File: src/rtl/tmr_flag_pkg.sv
package tmr_flag_pkg;
  parameter int NUM_SRC = 4;
  parameter int BUS_W   = 8;

  // Bit positions; the vector decoder relies on this order.
  localparam int IDX_CMP0 = 0;
  localparam int IDX_OVF0 = 1;
  localparam int IDX_CMP2 = 2;
  localparam int IDX_CAP1 = 3;

  typedef logic [NUM_SRC-1:0] src_vec_t;
endpackage

File: src/rtl/tmr_event_select.sv
module tmr_event_select
  import tmr_flag_pkg::*;
(
  input  logic     cap1_evt_i,
  input  logic     cmp2_evt_i,
  input  logic     ovf0_wrap_i,
  input  logic     ovf0_from_zero_i,
  input  logic     cmp0_evt_i,
  input  logic     pwm_mode_i,
  output src_vec_t set_o
);
  always_comb begin
    set_o           = '0;
    set_o[IDX_CAP1] = cap1_evt_i;
    set_o[IDX_CMP2] = cmp2_evt_i;
    // In PWM mode the overflow flag is tied to leaving zero, not to a wrap.
    set_o[IDX_OVF0] = pwm_mode_i ? ovf0_from_zero_i : ovf0_wrap_i;
    set_o[IDX_CMP0] = cmp0_evt_i;
  end
endmodule

File: src/rtl/tmr_flag_cell.sv
module tmr_flag_cell (
  input  logic clk,
  input  logic rst,
  input  logic set_i,
  input  logic wr_clr_i,
  input  logic ack_i,
  output logic flag_o
);
  logic flag_q;

  always_ff @(posedge clk) begin
    if (rst)                    flag_q <= 1'b0;
    else if (set_i)             flag_q <= 1'b1;   // set has priority
    else if (wr_clr_i || ack_i) flag_q <= 1'b0;
  end

  assign flag_o = flag_q;

  AST_SET_WINS: assert property (@(posedge clk) disable iff (rst)
    set_i |=> flag_o);
  AST_ACK_CLEARS: assert property (@(posedge clk) disable iff (rst)
    (ack_i && !set_i) |=> !flag_o);
  AST_WR_CLEARS: assert property (@(posedge clk) disable iff (rst)
    (wr_clr_i && !set_i) |=> !flag_o);
  AST_FLAG_HOLDS: assert property (@(posedge clk) disable iff (rst)
    (!set_i && !wr_clr_i && !ack_i) |=> $stable(flag_o));
endmodule

File: src/rtl/timer_irq_flags.sv
module timer_irq_flags
  import tmr_flag_pkg::*;
#(
  parameter int N_SRC  = NUM_SRC,
  parameter int DATA_W = BUS_W
) (
  input  logic              clk,
  input  logic              rst,
  input  logic              gie_i,
  input  logic [N_SRC-1:0]  src_en_i,
  input  logic              cap1_evt_i,
  input  logic              cmp2_evt_i,
  input  logic              ovf0_wrap_i,
  input  logic              ovf0_from_zero_i,
  input  logic              cmp0_evt_i,
  input  logic              pwm_mode_i,
  input  logic              wr_en_i,
  input  logic [DATA_W-1:0] wr_data_i,
  output logic [DATA_W-1:0] rd_data_o,
  input  logic [N_SRC-1:0]  ack_i,
  output logic [N_SRC-1:0]  irq_o
);
  localparam int PAD_W = DATA_W - N_SRC;

  src_vec_t         set_vec;
  logic [N_SRC-1:0] flags;
  logic [N_SRC-1:0] wr_clr;

  tmr_event_select u_sel (
    .cap1_evt_i       (cap1_evt_i),
    .cmp2_evt_i       (cmp2_evt_i),
    .ovf0_wrap_i      (ovf0_wrap_i),
    .ovf0_from_zero_i (ovf0_from_zero_i),
    .cmp0_evt_i       (cmp0_evt_i),
    .pwm_mode_i       (pwm_mode_i),
    .set_o            (set_vec)
  );

  assign wr_clr = wr_en_i ? wr_data_i[N_SRC-1:0] : '0;

  for (genvar g = 0; g < N_SRC; g++) begin : g_flag
    tmr_flag_cell u_cell (
      .clk      (clk),
      .rst      (rst),
      .set_i    (set_vec[g]),
      .wr_clr_i (wr_clr[g]),
      .ack_i    (ack_i[g]),
      .flag_o   (flags[g])
    );
  end

  assign rd_data_o = {{PAD_W{1'b0}}, flags};
  assign irq_o     = flags & src_en_i & {N_SRC{gie_i}};

  AST_RESET_CLEAR: assert property (@(posedge clk)
    rst |=> (rd_data_o == '0));
  AST_PWM_OVF_SET: assert property (@(posedge clk) disable iff (rst)
    (pwm_mode_i && ovf0_from_zero_i) |=> rd_data_o[IDX_OVF0]);
  AST_WRAP_OVF_SET: assert property (@(posedge clk) disable iff (rst)
    (!pwm_mode_i && ovf0_wrap_i) |=> rd_data_o[IDX_OVF0]);
  AST_IRQ_GATED: assert property (@(posedge clk) disable iff (rst)
    (irq_o & ~rd_data_o[N_SRC-1:0]) == '0);
endmodule

File: config.mk
export PLATFORM = sky130hd
export DESIGN_NAME = timer_irq_flags
export DESIGN_NICKNAME = d
export VERILOG_FILES = /design/src/rtl/tmr_flag_pkg.sv /design/src/rtl/tmr_event_select.sv /design/src/rtl/tmr_flag_cell.sv /design/src/rtl/timer_irq_flags.sv
export SDC_FILE = /design/constraint.sdc
export NUM_CORES = 1
export LEC_CHECK = 0
export ABC_CLOCK_PERIOD_IN_PS = 800
export BUFFER_PORTS_ARGS = -buffer_cell sky130_fd_sc_hd__buf_4
export CAP_MARGIN = 20
export CORE_AREA = 2 2 39 41
export DETAILED_ROUTE_END_ITERATION = 16
export DIE_AREA = 0 0 41 43
export GPL_TIMING_DRIVEN = 0
export PLACE_DENSITY = 0.7
export SYNTH_ARGS = -nofsm -noshare
export SYNTH_HDL_FRONTEND = slang
export SYNTH_SLANG_ARGS = --single-unit
File: constraint.sdc
create_clock -name clk -period 0.8 [get_ports clk]
set_input_delay 0.08 -clock clk [delete_from_list [all_inputs] [get_ports clk]]
set_output_delay 0.08 -clock clk [all_outputs]
set_load 0.05 [all_outputs]
-- After elaboration in Yosys (flattened, before gate mapping)
Cells that the tools add are included.
- logic and storage cells: 24
- output and inout bits: 12
- bits in registers: 4
- bits of input ports: 26
- reductions and logical operators: 8
- mux-type cells: 10
- bitwise logic cells: 2
- operator list (operator ; number):
    two-way mux 1 bit ; 9
    bitwise AND 4 bit ; 2
    nonzero test 2 bit ; 4
    logical OR 1 bit ; 4
    two-way mux 4 bit ; 1

-- Logic depth before layout (Yosys ltp)
Gate-level depths: netlist (run 1).
- depth after elaboration: 4
- depth in mapped cells: 3
- depth with buffers taken out: 3

-- By module
From an unflattened synthesis (run 1), not the netlist that was laid out.
- cell total of the unflattened synthesis: 33
- area, all modules: 271.5 um^2
- modules (own cells, without submodules) (module ; cells an instance ; seq. area each (um^2) ; times used ; area an instance (um^2)):
    tmr_flag_cell ; 4 ; 20.0 ; 4 ; 37.5
    timer_irq_flags ; 13 ; 0.0 ; 1 ; 83.8
    tmr_event_select ; 4 ; 0.0 ; 1 ; 37.5

-- Worst setup path after synthesis (run 1)
No wires, ideal clock.
- path type: register to output
- from: register g_flag[1].u_cell.flag_q
- to: output port irq_o[1]
- path buffers: 0
- stages on the path, launching flop included: 2
- data arrival time: 0.770 ns
- path slack: -0.050 ns
- data required time: 0.720 ns
- path through: dfxtp_1 -> and3_1
- word-level cells in the longest chain between the ends: 2
- RTL lines (what ; RTL line ; text):
    start: declaration ; tmr_flag_cell.sv:9 ; logic flag_q;
    start signal: assignment ; tmr_flag_cell.sv:12 ; if (rst) flag_q <= 1'b0;
    start signal: assignment ; tmr_flag_cell.sv:13 ; else if (set_i) flag_q <= 1'b1;
    start signal: assignment ; tmr_flag_cell.sv:14 ; else if (wr_clr_i || ack_i) flag_q <= 1'b0;
    bitwise AND 4 bit (2 in series) ; timer_irq_flags.sv:53 ; assign irq_o = flags & src_en_i & {N_SRC{gie_i}};
    end: declaration ; timer_irq_flags.sv:21 ; output logic [N_SRC-1:0] irq_o
Every way passes these cells.

-- Final worst setup path (run 1)
- from: register g_flag[0].u_cell.flag_q
- to: output port irq_o[0]
- word-level cells in the longest chain between the ends: 2
- RTL lines (what ; RTL line):
    start: declaration ; tmr_flag_cell.sv:9
    start signal: assignment ; tmr_flag_cell.sv:12
    start signal: assignment ; tmr_flag_cell.sv:13
    start signal: assignment ; tmr_flag_cell.sv:14
    bitwise AND 4 bit (2 in series) ; timer_irq_flags.sv:53
Every way passes these cells.

==> results of run 1 <==
## cell families (layout without fill, tap and decap cells)
group	after synthesis	count (layout)
and+or+nand+nor	12	12
other	1	4
AOI/OAI and AO/OA	4	4
DFF	4	4
buffers and inverters	11	46
muxes	1	1
## area by class of cell
| cell class | instances | area share |
|---|---|---|
| timing repair buffer | 32 | 0.468 |
| multi-input combinational | 21 | 0.199 |
| sequential | 4 | 0.133 |
| buffer | 8 | 0.117 |
| clock buffer | 3 | 0.0351 |
| tap | 16 | 0.0312 |
| inverter | 3 | 0.0175 |
## layout by cell type (no fill, tap or decap), types with 3 or more instances in the layout
cell                       instances
sky130_fd_sc_hd__clkbuf_4          3
sky130_fd_sc_hd__dfxtp_2           4
sky130_fd_sc_hd__buf_4            28
sky130_fd_sc_hd__conb_1            4
sky130_fd_sc_hd__inv_1             3
sky130_fd_sc_hd__buf_6             4
sky130_fd_sc_hd__and3_4            4
sky130_fd_sc_hd__nand2_1           4
sky130_fd_sc_hd__buf_8             8
sky130_fd_sc_hd__a31oi_1           3
sky130_fd_sc_hd__nor2_1            3
## where the power goes
part           total [W]  internal, W  switching (W)
combinational   0.000353     0.000186       0.000167
sequential      0.000230     0.000217      0.0000125
clock           0.000251     0.000168      0.0000829
total           0.000833     0.000571       0.000262
## through the flow
step            util  setup TNS, ns  worst slack, ns
6_report       0.464          -1.02           -0.176
5_1_grt        0.464          -1.31           -0.219
4_1_cts        0.448          -1.08           -0.172
3_5_place_dp   0.363              0           0.0194
3_3_place_gp   0.363              0           0.0273
2_1_floorplan      -              0           0.0715
## repair_timing
item | CTS | global route
resized for setup | 22 | 6
setup buffers | 3 | 0
endpoints found under the setup margin | 8 | 8
## per-layer routing
metal,up-vias,part of all wire,track usage
li1,174,-,-
met1,139,0.32,0.0900
met2,19,0.57,0.178
met3,0,0.10,0.0524
met4,0,0,0.120
met5,-,0,0
## critical path, cell delays in order, from the launching register on
cell	delay, ns
sky130_fd_sc_hd__dfxtp_2	0.34
sky130_fd_sc_hd__and3_4	0.18
sky130_fd_sc_hd__buf_8	0.14
## worst paths after layout
path,startpoint,endpoint,depth (start not counted),slack [ns]
setup reg to reg,g_flag[3].u_cell.flag_o$_SDFFE_PP0P_,g_flag[3].u_cell.flag_o$_SDFFE_PP0P_,3,0.07
setup / recovery,g_flag[0].u_cell.flag_o$_SDFFE_PP0P_,irq_o[0],2,-0.18
hold reg to reg,g_flag[0].u_cell.flag_o$_SDFFE_PP0P_,g_flag[0].u_cell.flag_o$_SDFFE_PP0P_,2,0.52
hold / removal,rst,g_flag[1].u_cell.flag_o$_SDFFE_PP0P_,2,0.03
==> flow_summary.toml, run 1 <==
[global_route]
globalRoute.totalOverflow = 0
grt_pass1_wl_mm = 1.24
grt_max_degree = 5
grt_pass1_vias = 316
antenna_found_initial = 0
tot_gr_track_use = 0.113

[floorplan]
core.rowCount = 14
initial_core_util = 0.179
die_width_um = 41
floorplan.die_area_um2 = 1760
die_h_um = 43
io_pins = 38
core_region_area_um2 = 1380

[sta]
timing.final.crit_share = 1.22
final_max_slew_viol_count = 0
setup_slack_ns = -0.176
post-route-min-period_ns = 0.976
grt_setup_unrepaired = "true"
worst_hold_slack_ns = 0.0286
clock-skew-final_ns = 0
setup-violations-final = 8
finalHoldViolations = 0
fmax_mhz = 1020

[power_and_ir_drop]
worst_ir_drop_vdd_uv = 368
report.power.total_w = 0.000833
power.density_nw_per_um2 = 1300
power.static_leakage_nw = 0.342

[yosys]
synthMostInstantiatedCell = "sky130_fd_sc_hd__buf_4"
synth_warn = 0
ys_seq_elements = 4
synth_top_cells_by_count = "8 x sky130_fd_sc_hd__buf_4, 4 x sky130_fd_sc_hd__and3_1, 4 x sky130_fd_sc_hd__dfxtp_1, 4 x sky130_fd_sc_hd__nand2_1"
combinational_family_with_the_most_area_after_synthesis = "buffers and inverters"
synth_compound_area_frac = 0.0960
post_synth_mux_area_share = 0.0404
synth_area_leader = "sky130_fd_sc_hd__dfxtp_1"
postSynth.topFlopCell = "sky130_fd_sc_hd__dfxtp_1"
synth-seq-area-share = 0.323
synth_top_cells_by_area = "sky130_fd_sc_hd__dfxtp_1 32%, sky130_fd_sc_hd__buf_4 24%, sky130_fd_sc_hd__and3_1 10%, sky130_fd_sc_hd__a31oi_1 7.6%, sky130_fd_sc_hd__nand2_1 6.1%"
async_flop_share = 0
number_of_distinct_standard_cells_referenced_by_the_synthesized_netlist = 11
post_synth.cell_area_avg_um2 = 7.51
synthDominantCellAreaShare = 0.323
synthXorXnorAreaFrac = 0
post_synth_instance_area_um2 = 248
postSynthCellCount = 33
adder_cell_share_of_the_synthesized_area = 0
synth-edff-count = 0
synth_simple_gate_area_frac = 0.237

[route]
initialDrtViolationCount = 0
drc_errors = 0
post_drt_wl_per_cell_um = 9.00
route.vias.total = 332
antenna_nets_post_route = 0
postRouteWirelength_um = 783
drt_pre_antenna_iters = 1
via_per_inst = 3.82

[cells_and_area]
layout.nets = 99
synthToLayoutAreaGrowth_pct = 159
number_of_flip_flops_in_the_largest_register = 4
multi_input_area_um2 = 128
area.sequential_um2 = 85.1
finalInstanceArea_um2 = 642
antenna_cells_inserted = 0
final_cell_count_no_fill = 87
fill_cells = 133
drive_above_1_share = 0.718

[placement]
placement.cell_area_um2 = 502
port_buffers = 29
place.detailed.hpwl_um = 597
placedCellCount = 81
gpl.final_weighted_congestion = 0.665

[clock_network]
tritoncts.num_buffers = 3
hold_buffers = 0
cts_tree = "built"
clock_latency_ns = 0.23
clk_pin_slew_ns = 0.04
cts.path.max_buffers = 2
clock_tree.htree_level_count = 1
clkSinkCount = 4
root_buffer = "sky130_fd_sc_hd__clkbuf_4"

[worst_hold_path]
hp-class = "primary input to flop"

[critical_path]
worst-path-max-fanout = 3
crit_path_end_kind = "output pin"
critical_path_arrival_ns = 0.90
cp.required_ns = 0.72
category_of_the_critical_setup_timing_path = "flop to output pin"
cp-start-kind = "flop"

[outcome]
failing_checks = "negative setup slack"
outcome = "complete, but fails checks"

[run]
max_capacitance_violation_total = 0
(Power assumes the default switching activity.)
==> run 2: changes to the inputs <==
CAP_MARGIN = unset   (was 20)
CORE_AREA = 4 4 41 43   (was 2 2 39 41)
DIE_AREA = 0 0 45 47   (was 0 0 41 43)
PLACE_DENSITY = unset   (was 0.7)
PLACE_DENSITY_LB_ADDON = 0.08   (was unset)
==> flow_summary.toml, run 2 (synthesized netlist as in run 1, its figures left out) <==
[outcome]
outcome = "complete, but fails checks"
failing_checks = "negative setup slack"

[cells_and_area]
antenna_cells_inserted = 0
number_of_flip_flops_in_the_largest_register = 4
fill_cells = 135
synthToLayoutAreaGrowth_pct = 148
drive_above_1_share = 0.718
postLayoutCoreUtil = 0.472
mostFrequentLayoutCells = "32 x sky130_fd_sc_hd__buf_4, 5 x sky130_fd_sc_hd__buf_8"
final_cell_count_no_fill = 86
finalInstanceArea_um2 = 614
layout_commonest_cell = "sky130_fd_sc_hd__buf_4"
layout.nets = 99

[sta]
timing.final.crit_share = 1.20
finalHoldViolations = 0
setup_slack_ns = -0.157
setup-violations-final = 8
final_max_slew_viol_count = 0
clock-skew-final_ns = 0
post-route-min-period_ns = 0.957
fmax_mhz = 1040
grt_setup_unrepaired = "true"
worst_hold_slack_ns = 0.0211

[floorplan]
core.rowCount = 13
io_pins = 38
floorplan.die_area_um2 = 2120
die_width_um = 45
core_region_area_um2 = 1300
initial_core_util = 0.190
die_h_um = 47

[run]
max_capacitance_violation_total = 0

[clock_network]
tritoncts.num_buffers = 3
clock_tree.htree_level_count = 1
root_buffer = "sky130_fd_sc_hd__clkbuf_4"
cts_tree = "built"
clk_pin_slew_ns = 0.04
cts.path.max_buffers = 2
clkSinkCount = 4
clock_latency_ns = 0.23

[power_and_ir_drop]
power.static_leakage_nw = 0.334
power.density_nw_per_um2 = 1320
worst_ir_drop_vdd_uv = 464

[critical_path]
critical_path_arrival_ns = 0.88
worst-path-max-fanout = 3
category_of_the_critical_setup_timing_path = "flop to output pin"
cp.required_ns = 0.72
cp_max_stage_delay_ns = 0.33
cp-start-kind = "flop"
crit_path_top_delay_cell = "sky130_fd_sc_hd__dfxtp_2"
crit_path_end_kind = "output pin"
r2r_setup_slack_ns = 0.09
ordered_list_of_cells_on_the_worst_path = "and3_4 -> buf_8"

[global_route]
grt_max_degree = 5
antenna_found_initial = 0
tot_gr_track_use = 0.0767
grt_pass1_wl_mm = 1.12
grt_pass1_vias = 299
globalRoute.totalOverflow = 0

[placement]
placedCellCount = 80
gpl.final_weighted_congestion = 0.641
placement.cell_area_um2 = 500
place_worst_setup_slack_ns = 0.0215
port_buffers = 29

[route]
initialDrtViolationCount = 0
post_drt_wl_per_cell_um = 8.91
route.vias.total = 328
drc_errors = 0
drt_pre_antenna_iters = 1
postRouteWirelength_um = 766
via_per_inst = 3.81
antenna_nets_post_route = 0

[worst_hold_path]
hp-class = "primary input to flop"
## run 2: layer usage
metal | part of all wire | track usage
met2 | 0.44 | 0.116
met5 | 0 | 0
met1 | 0.36 | 0.0820
met3 | 0.20 | 0.0307
met4 | 0 | 0.0702
## run 2: final cells by class
type | count | area (um2) | area share
clock buffer | 3 | 22.5 | 0.0367
sequential | 4 | 85.1 | 0.138
inverter | 3 | 11.3 | 0.0183
multi-input combinational | 21 | 128 | 0.208
tap | 15 | 18.8 | 0.0305
timing repair buffer | 32 | 289 | 0.470
buffer | 8 | 60.1 | 0.0978
## run 2: report_power, final
group          switching (W)  total, W  internal, W  leakage [nW]
logic               0.000163  0.000333     0.000169         0.286
clock network      0.0000815  0.000249     0.000168        0.0138
registers         0.00000955  0.000227     0.000217        0.0344
total               0.000255  0.000809     0.000554         0.334
## run 2: per-stage QoR
step	setup TNS, ns	power [W]
3_3_place_gp	0	0.000516
3_5_place_dp	0	0.000516
5_1_grt	-1.20	0.000843
2_1_floorplan	0	0.000399
4_1_cts	-1.12	0.000824
6_report	-0.998	0.000809
## run 2: critical path: cells and delay by family (launching register included)
family                 cells  cell delay, ns
and+or+nand+nor            1            0.18
DFF                        1            0.33
buffers and inverters      1            0.14
## run 2: path summary, 6_finish.rpt
kind	depth (start not counted)	end	start
min	2	g_flag[1].u_cell.flag_o$_SDFFE_PP0P_	rst
min reg2reg	2	g_flag[1].u_cell.flag_o$_SDFFE_PP0P_	g_flag[1].u_cell.flag_o$_SDFFE_PP0P_
max	2	irq_o[1]	g_flag[1].u_cell.flag_o$_SDFFE_PP0P_
max reg2reg	3	g_flag[2].u_cell.flag_o$_SDFFE_PP0P_	g_flag[2].u_cell.flag_o$_SDFFE_PP0P_
## run 2: what timing repair did
action                     4_1_cts  5_1_grt
setup buffers                    3        0
hold buffers                     0        0
setup endpoints to repair        8        8
gates cloned                     0        0
resized for setup               20        1
==> run 3: changes to the inputs <==
ABC_AREA = 1   (was unset)
==> flow_summary.toml, run 3 <==
[cells_and_area]
drive_above_1_share = 0.646
mostFrequentLayoutCells = "26 x sky130_fd_sc_hd__buf_4, 11 x sky130_fd_sc_hd__inv_1, 8 x sky130_fd_sc_hd__buf_6"
layout_commonest_cell = "sky130_fd_sc_hd__buf_4"
area.sequential_um2 = 87.6
synthToLayoutAreaGrowth_pct = 130
number_of_flip_flops_in_the_largest_register = 4
multi_input_area_um2 = 155
layout.nets = 110
final_cell_count_no_fill = 97
finalInstanceArea_um2 = 656
fill_cells = 133
antenna_cells_inserted = 0

[global_route]
grt.met2_usage = 0.124
grt_pass1_wl_mm = 1.26
tot_gr_track_use = 0.0870
use_met1 = 0.0957
grt-busiest-layer = "met2"
globalRoute.totalOverflow = 0
groute.layer.met3.usage = 0.0230
grt_max_degree = 5
grt_pass1_vias = 337
antenna_found_initial = 0

[clock_network]
clk_pin_slew_ns = 0.04
cts_tree = "built"
tritoncts.num_buffers = 3
cts.path.max_buffers = 2
root_buffer = "sky130_fd_sc_hd__clkbuf_4"
clock_tree.htree_level_count = 1
clock_latency_ns = 0.23
clkSinkCount = 4

[sta]
finalHoldViolations = 0
final_max_slew_viol_count = 0
setup_slack_ns = -0.176
fmax_mhz = 1020
clock-skew-final_ns = 0
post-route-min-period_ns = 0.976
totalNegativeSetupSlack_ns = -1.06
grt_setup_unrepaired = "true"
timing.final.crit_share = 1.22
setup-violations-final = 8
worst_hold_slack_ns = 0.0261

[floorplan]
die_h_um = 47
io_pins = 38
core.rowCount = 13
initial_core_util = 0.219
floorplan.die_area_um2 = 2120
core_region_area_um2 = 1300
die_width_um = 45

[placement]
place.detailed.hpwl_um = 737
placement.cell_area_um2 = 563
placedCellCount = 94
gpl.final_weighted_congestion = 0.627
port_buffers = 29

[power_and_ir_drop]
worst_ir_drop_vdd_uv = 470
power.density_nw_per_um2 = 1270
power.static_leakage_nw = 0.362
report.power.total_w = 0.000833

[critical_path]
crit_path_top_delay_cell = "sky130_fd_sc_hd__dfxtp_2"
cp_max_stage_delay_ns = 0.34
ordered_list_of_cells_on_the_worst_path = "nand2_2 -> nor2_4 -> buf_6"
crit_path_end_kind = "output pin"
critical_path_arrival_ns = 0.90
cp.required_ns = 0.72
worst-path-max-fanout = 3
cp-start-kind = "flop"
category_of_the_critical_setup_timing_path = "flop to output pin"

[yosys]
synthDominantCellAreaShare = 0.281
synth-seq-area-share = 0.281
postSynthCellCount = 47
synth-edff-count = 0
synth_warn = 0
ys_seq_elements = 4
synth_top_cells_by_area = "sky130_fd_sc_hd__dfxtp_1 28%, sky130_fd_sc_hd__buf_4 21%, sky130_fd_sc_hd__inv_1 14%, sky130_fd_sc_hd__nand2_1 14%, sky130_fd_sc_hd__nand3_1 7.0%"
number_of_distinct_standard_cells_referenced_by_the_synthesized_netlist = 9
synth_area_leader = "sky130_fd_sc_hd__dfxtp_1"
synth_top_cells_by_count = "11 x sky130_fd_sc_hd__inv_1, 11 x sky130_fd_sc_hd__nand2_1, 8 x sky130_fd_sc_hd__buf_4"
async_flop_share = 0
postSynth.topFlopCell = "sky130_fd_sc_hd__dfxtp_1"
post_synth_instance_area_um2 = 285
post_synth.cell_area_avg_um2 = 6.07

[route]
drc_errors = 0
route.vias.total = 372
post_drt_wl_per_cell_um = 8.87
antenna_nets_post_route = 0
drt_pre_antenna_iters = 1
via_per_inst = 3.84
postRouteWirelength_um = 860
initialDrtViolationCount = 0

[outcome]
failing_checks = "negative setup slack"
outcome = "complete, but fails checks"

[run]
max_capacitance_violation_total = 0

[worst_hold_path]
hp-class = "primary input to flop"
-- run 3: layout make-up --
class,count,share of cell area
buffer,8,0.109
clock buffer,3,0.0344
inverter,11,0.0630
multi-input combinational,27,0.237
sequential,4,0.134
tap,15,0.0286
timing repair buffer,29,0.395
-- run 3: worst max-delay path: cells and delay by family, from the launching register on --
kind / cells / cell delay (ns)
buf+inv: 1 / 0.16
flops: 1 / 0.34
simple gates: 2 / 0.17
-- run 3: logic make-up after synthesis --
family	count (synthesis)	share of synthesized area
AOI/OAI and AO/OA	4	0.0833
buffers and inverters	19	0.355
DFF	4	0.281
other	1	0.0131
and+or+nand+nor	19	0.268
-- run 3: power by group --
group / switching (W) / total, W / internal (W)
combinational: 0.000183 / 0.000351 / 0.000168
sequential: 0.0000152 / 0.000231 / 0.000216
clock: 0.0000826 / 0.000250 / 0.000168
total: 0.000281 / 0.000833 / 0.000552
-- run 3: path summary, 6_finish.rpt --
kind / to / startpoint / cells after the start / slack (ns)
min: g_flag[1].u_cell.flag_o$_SDFFE_PP0P_ / rst / 2 / 0.03
min reg2reg: g_flag[2].u_cell.flag_o$_SDFFE_PP0P_ / g_flag[2].u_cell.flag_o$_SDFFE_PP0P_ / 2 / 0.49
max reg2reg: g_flag[0].u_cell.flag_o$_SDFFE_PP0P_ / g_flag[0].u_cell.flag_o$_SDFFE_PP0P_ / 2 / 0.15
max: irq_o[2] / g_flag[2].u_cell.flag_o$_SDFFE_PP0P_ / 3 / -0.18
-- run 3: repair_timing --
action	CTS	global route
gates resized for setup	20	3
pin swaps	0	3
setup buffers	0	0
cloned	0	0
endpoints found under the setup margin	8	8
hold buffers	0	0
-- run 3: stage by stage --
| step | utilization | setup WS, ns |
|---|---|---|
| global route | 0.504 | -0.211 |
| finish | 0.504 | -0.176 |
| global placement | 0.433 | -0.00125 |
| CTS | 0.496 | -0.170 |
| detailed placement | 0.433 | -0.00458 |
| floorplan | - | 0.0490 |
-- run 3: per-layer routing --
layer  up-vias  routed length, um
met2        25                387
met5         -                  0
li1        198                  -
met1       147                313
met4         0                 27
met3         2                131
